`src/rtl/eeprom_byte_master.sv`:
```
module eeprom_byte_master #(
  parameter int DIV = 8,
  parameter int TIMEOUT = 256,
  parameter logic [3:0] DEV_TYPE = 4'b1010
) (
  input  logic       clk,
  input  logic       rst_n,
  input  logic       cmd_start,
  input  logic       cmd_read,
  input  logic [2:0] cmd_slave,
  input  logic [7:0] cmd_addr,
  input  logic [7:0] cmd_wdata,
  input  logic       sda_in,
  output logic       busy,
  output logic       done,
  output logic       bus_err,
  output logic [7:0] rd_data,
  output logic       scl_low,
  output logic       sda_low
);
  localparam int DW = (DIV > 1) ? $clog2(DIV) : 1;
  localparam int TW = $clog2(TIMEOUT + 1);
  localparam logic [1:0] G_DEVW = 2'd0, G_ADDR = 2'd1, G_DATA = 2'd2, G_DEVR = 2'd3;

  typedef enum logic [2:0] {S_IDLE, S_START, S_TX, S_ACK, S_RSTART, S_RX, S_NACK, S_STOP} st_t;

  st_t         st;
  logic [1:0]  ph, seg;
  logic [2:0]  bcnt;
  logic [DW-1:0] dcnt;
  logic [TW-1:0] tcnt;
  logic [7:0]  sh, addr_q, wdata_q;
  logic [2:0]  slv_q;
  logic        rd_q, scl_q, sda_q, done_q, err_q;

  wire tick = (dcnt == DW'(DIV - 1));

  assign busy    = (st != S_IDLE);
  assign done    = done_q;
  assign bus_err = err_q;
  assign scl_low = ~scl_q;
  assign sda_low = ~sda_q;

  always_ff @(posedge clk or negedge rst_n) begin
    if (!rst_n) begin
      st <= S_IDLE; ph <= '0; seg <= '0; bcnt <= '0; dcnt <= '0; tcnt <= '0;
      sh <= '0; addr_q <= '0; wdata_q <= '0; slv_q <= '0; rd_q <= 1'b0;
      scl_q <= 1'b1; sda_q <= 1'b1; done_q <= 1'b0; err_q <= 1'b0; rd_data <= '0;
    end else if (st == S_IDLE) begin
      dcnt <= '0;
      if (cmd_start) begin
        rd_q <= cmd_read; slv_q <= cmd_slave; addr_q <= cmd_addr; wdata_q <= cmd_wdata;
        done_q <= 1'b0; err_q <= 1'b0; ph <= '0; st <= S_START;
      end
    end else begin
      dcnt <= tick ? '0 : dcnt + DW'(1);
      if (st == S_ACK && ph == 2'd2) begin
        if (!sda_in) ph <= 2'd3;
        else if (tcnt == TW'(TIMEOUT - 1)) begin err_q <= 1'b1; ph <= 2'd3; end
        else tcnt <= tcnt + TW'(1);
      end else if (tick) begin
        ph <= ph + 2'd1;
        case (ph)
          2'd0: case (st)
                  S_START: ;
                  S_STOP:  sda_q <= 1'b0;
                  S_TX:    sda_q <= sh[7];
                  default: sda_q <= 1'b1;
                endcase
          2'd1: begin
                  scl_q <= 1'b1;
                  tcnt  <= '0;
                end
          2'd2: case (st)
                  S_START, S_RSTART: sda_q <= 1'b0;
                  S_STOP:  sda_q <= 1'b1;
                  S_RX:    sh <= {sh[6:0], sda_in};
                  default: ;
                endcase
          default: begin
            if (st != S_STOP) scl_q <= 1'b0;
            case (st)
              S_START: begin st <= S_TX; sh <= {DEV_TYPE, slv_q, 1'b0}; seg <= G_DEVW; bcnt <= '0; end
              S_TX: begin
                sh <= {sh[6:0], 1'b0};
                bcnt <= bcnt + 3'd1;
                if (bcnt == 3'd7) st <= S_ACK;
              end
              S_ACK:
                if (err_q) st <= S_STOP;
                else case (seg)
                  G_DEVW: begin sh <= addr_q; seg <= G_ADDR; st <= S_TX; end
                  G_ADDR: if (rd_q) st <= S_RSTART;
                          else begin sh <= wdata_q; seg <= G_DATA; st <= S_TX; end
                  G_DATA: st <= S_STOP;
                  default: begin st <= S_RX; bcnt <= '0; end
                endcase
              S_RSTART: begin st <= S_TX; sh <= {DEV_TYPE, slv_q, 1'b1}; seg <= G_DEVR; end
              S_RX: begin
                bcnt <= bcnt + 3'd1;
                if (bcnt == 3'd7) st <= S_NACK;
              end
              S_NACK: st <= S_STOP;
              default: begin
                st <= S_IDLE;
                if (!err_q) begin
                  done_q <= 1'b1;
                  if (rd_q) rd_data <= sh;
                end
              end
            endcase
          end
        endcase
      end
    end
  end

  AST_SDA_QUIET_SCL_HIGH: assert property (@(posedge clk) disable iff (!rst_n)
    (scl_q && $past(scl_q) && (st inside {S_TX, S_ACK, S_RX, S_NACK})) |-> $stable(sda_q)) else $error("sda moved");
  AST_IDLE_RELEASED: assert property (@(posedge clk) disable iff (!rst_n)
    (st == S_IDLE) |-> (scl_q && sda_q)) else $error("bus held in idle");
  AST_FLAGS_EXCL: assert property (@(posedge clk) disable iff (!rst_n)
    !(done_q && err_q)) else $error("done and err together");
  AST_CLEAR_ON_ACCEPT: assert property (@(posedge clk) disable iff (!rst_n)
    (st == S_IDLE && cmd_start) |=> (!done_q && !err_q && st == S_START)) else $error("flags not cleared");
  AST_IGNORE_BUSY: assert property (@(posedge clk) disable iff (!rst_n)
    (st != S_IDLE && cmd_start) |=> $stable({rd_q, slv_q, addr_q, wdata_q})) else $error("command taken while busy");
  AST_NO_TX_AFTER_ERR: assert property (@(posedge clk) disable iff (!rst_n)
    (err_q && st != S_IDLE) |-> (st inside {S_ACK, S_STOP})) else $error("frame continued after time-out");
endmodule

```
`config.mk`:
```
export PLATFORM = sky130hd
export DESIGN_NAME = eeprom_byte_master
export DESIGN_NICKNAME = d
export VERILOG_FILES = /design/src/rtl/eeprom_byte_master.sv
export SDC_FILE = /design/constraint.sdc
export NUM_CORES = 1
export LEC_CHECK = 0
export ABC_CLOCK_PERIOD_IN_PS = 2400
export CAP_MARGIN = 5
export CORE_MARGIN = 2
export CORE_UTILIZATION = 34
export DETAILED_ROUTE_END_ITERATION = 7
export DONT_BUFFER_PORTS = 1
export GPL_TIMING_DRIVEN = 0
export HOLD_SLACK_MARGIN = 0.15
export PLACE_DENSITY = 0.47
export SKIP_LAST_GASP = 1
export SLEW_MARGIN = 10
export SYNTH_ARGS = -nofsm -noshare
export SYNTH_HDL_FRONTEND = slang
export SYNTH_SLANG_ARGS = --single-unit
```
`constraint.sdc`:
```
create_clock -name clk -period 2.4 [get_ports clk]
set_input_delay 0.12 -clock clk [delete_from_list [all_inputs] [get_ports clk]]
set_output_delay 0.12 -clock clk [all_outputs]
set_load 0.005 [all_outputs]
```
==> qor.tcl <==
set qor(synth_fa_ha_area_frac) 0.0381
set qor(worstReg2RegEnd) {tcnt[7]}
set qor(setup_repair_after_global_routing_missed_its_margin) {yes}
set qor(timing.reg2reg.setup_slack_ps) 110
set qor(grt_util_all_layers) 0.167
set qor(reg2reg_depth) 9
set qor(rr_startpoint) {tcnt[0]}
set qor(synth-async-reset-ratio) 1.00
set qor(clock_latency_ps) 350
set qor(finalWeightedCongestion) 0.829
set qor(fp.coreArea_mm2) 0.00933
set qor(globalRouteOverflowTotal) 0
set qor(critPathCaptureType) {flop}
set qor(postSynthRegisterBits) 62
set qor(synth-edff-count) 0
set qor(dominant_cells_by_area_after_synthesis) {dfrtp_1 46%, mux2_2 11%, ha_1 3.8%}
set qor(synth_top_family_by_area) {compound AO/OA/AOI/OAI gates}
set qor(ys.warnings.count) 0
set qor(first_global_vias) 2552
set qor(timing.final.setup_violations) 0
set qor(synth_area_leader_cell) {dfrtp_1}
set qor(grt_start_max_net_pins) 63
set qor(layout.cells.most_common_list) {60 x dfrtp_1, 33 x mux2_2, 24 x dlygate4sd3_1}
set qor(placement.setup.worst_slack_ps) -52.6
set qor(worst_setup_path_start_kind) {flop}
set qor(final_cell_area_mm2) 0.00400
set qor(most_common_library_cell_in_the_layout_ignoring_fill_and_taps) {dfrtp_1}
set qor(path_clk_slew_ps) 70
set qor(critical_path_peak_fanout) 8
set qor(fin_ws_ps) 107
set qor(route.detailed.drc) 0
set qor(tightest_slew_ps) 699
set qor(synthXorXnorAreaFrac) 0.0160
set qor(postSynthCellCount) 312
set qor(row_count) 35
set qor(ys_seq_area_frac) 0.473
set qor(worst_hold_path.num_cells) 3
set qor(syn_nets) 346
set qor(pin_count) 37
set qor(hpwl_mm) 5.33
set qor(fmaxAchievable_ghz) 0.436
set qor(cts_made_buffers) 9
set qor(ctsLongestPathBuffers) 2
set qor(final_hold_viol_count) 0
set qor(synth_compound_area_frac) 0.151
set qor(finalNonFillerCells) 484
set qor(post_synth_and_or_nand_nor_area_fraction) 0.144
set qor(avg_wl_per_cell_um) 16.1
set qor(ant_nets) 0
set qor(worst_ir_drop_vdd_v) 0.000280
set qor(drt-pass1-iter-count) 4
set qor(fillers) 919
set qor(period_minus_slack_ps) 2290
set qor(portBuffers) 0
set qor(dp_cells) 441
set qor(die_height_um) 102
set qor(synth.area.mux_share) 0.134
set qor(result_of_the_run) {finished, final reports clean}
set qor(drt_via_density) 5.19
set qor(cts_root_buffer) {clkbuf_8}
set qor(synth-main-ff-cell) {dfrtp_1}
set qor(drt_wl_total_mm) 7.78
set qor(grt_antenna_before_repair) 0
set qor(fp.dieArea_mm2) 0.0105
set qor(post_synth_instance_area_mm2) 0.00328
set qor(crit_type) {flop to flop}
set qor(cts_tree) {yes}
set qor(hold_slack_ps) 239
set qor(timing.max_cap.violations) 0
set qor(sequential_cell_area_mm2) 0.00155
set qor(yosys.area.top_type_share) 0.457
set qor(post-route-period-util) 0.955
set qor(worst_hold_startpoint) {sda_in}
set qor(hold_path.class) {primary input to flop}
set qor(nNetsFinal) 384
set qor(yosys.cell_types.count) 55
set qor(relSlewSlack) 0.530
set qor(critical_path_required_time_ps) 2600
set qor(final_max_slew_viol_count) 0
set qor(fin_skew_ps) 13.8
set qor(htree_num_levels) 3
set qor(timing.hold.worst_endpoint) {tcnt[1]}
set qor(area_growth_syn_to_layout_pct) 21.9
set qor(final_layout_size_suffix_gt1_frac) 0.237
set qor(cp.arrival_ps) 2500
set qor(clock_sinks) 62
set qor(floorplan.initialDensity) 0.352
set qor(dieWidth_um) 102
set qor(dr.first_iter.drc_count) 75
set qor(cellPowerDensity_mw_per_mm2) 519
set qor(wire_length_of_the_first_global_routing_pass_mm) 13.3
set qor(multiInputGateArea_mm2) 0.00167
set qor(antennaDiodeCount) 0
set qor(vias) 2511
set qor(leakage_nw) 1.72
set qor(postPlaceCellArea_mm2) 0.00345
set qor(avgSynthCellArea_um2) 10.5
[worst max-delay path by stage]
stage | startpoint | to
floorplan | tcnt[0] | tcnt[6]
global placement | ph[0] | sh[6]
detailed placement | tcnt[0] | tcnt[4]
CTS | tcnt[0] | tcnt[6]
global route | tcnt[1] | tcnt[7]
finish | tcnt[0] | tcnt[7]
[per-layer routing]
metal / share of wire / up-vias / GRT usage
met5: 0 / - / 0
met4: 0.013 / 0 / 0.0503
met3: 0.052 / 8 / 0.0568
met2: 0.46 / 54 / 0.257
met1: 0.48 / 1245 / 0.222
li1: - / 1204 / -
[power breakdown]
part / internal (mW) / total [mW] / leakage, nW / switching (mW)
registers: 1.06 / 1.07 / 0.808 / 0.0104
clock network: 0.480 / 0.921 / 0.0956 / 0.441
logic: 0.0477 / 0.0840 / 0.817 / 0.0362
[worst max-delay path, cell delays in order (launching register included)]
cell and delay, ps:
dfrtp_1 410, ha_2 210, and3_1 190, and3_1 170
ha_2 200, nor4bb_4 330, o21ai_4 150, a211oi_2 270
xnor2_1 140, nor2_1 60
[registers in the layout, summed over array words and instances, names as in the netlist, 3 cells and up]
register,cells
sh,8
addr_q,8
wdata_q,8
tcnt,9
dcnt,3
st,3
bcnt,3
rd_data,8
slv_q,3
[cells by family (layout without fill, tap and decap cells)]
logic type | Yosys count | count (layout)
muxes | 40 | 40
buffers and inverters | 31 | 74
DFF | 62 | 62
adders and majority gates | 10 | 10
and+or+nand+nor | 88 | 88
xor gates and xnor gates | 6 | 6
AOI/OAI and AO/OA | 75 | 75
[synth_stat cells, types with 5 or more instances]
master,number
inv_1,14
nand2b_1,5
o21ai_0,15
buf_2,10
xnor2_1,6
a21oi_1,15
o21ai_1,7
mux2_2,33
nand2_1,21
nor2_1,19
a211oi_1,8
nor3b_1,5
nor3_1,8
ha_1,10
dfrtp_1,60
nand3_1,7
mux2i_1,7
[final cells by class]
class | instances | area share
flip-flops and latches | 62 | 0.388
clock buffers | 9 | 0.0309
clock inverters | 7 | 0.0181
inverters | 14 | 0.0131
repair buffers | 27 | 0.0706
plain buffers | 17 | 0.0219
well taps | 129 | 0.0403
multi-input cells | 219 | 0.417
[stage by stage]
step	setup TNS (ps)	utilization	total power, mW
floorplan	0	-	1.11
CTS	-97.1	0.421	2.11
finish	0	0.429	2.08
global placement	-204	0.369	1.12
global route	-119	0.429	2.17
detailed placement	-167	0.369	1.12
[repair_timing]
action,in CTS,in global routing
hold buffers,25,0
setup endpoints to repair,9,17
pin swaps,0,3
buffers inserted,0,2
resized for setup,4,13
endpoints found under the hold margin,89,0
Power figures use the tool's default switching activity.
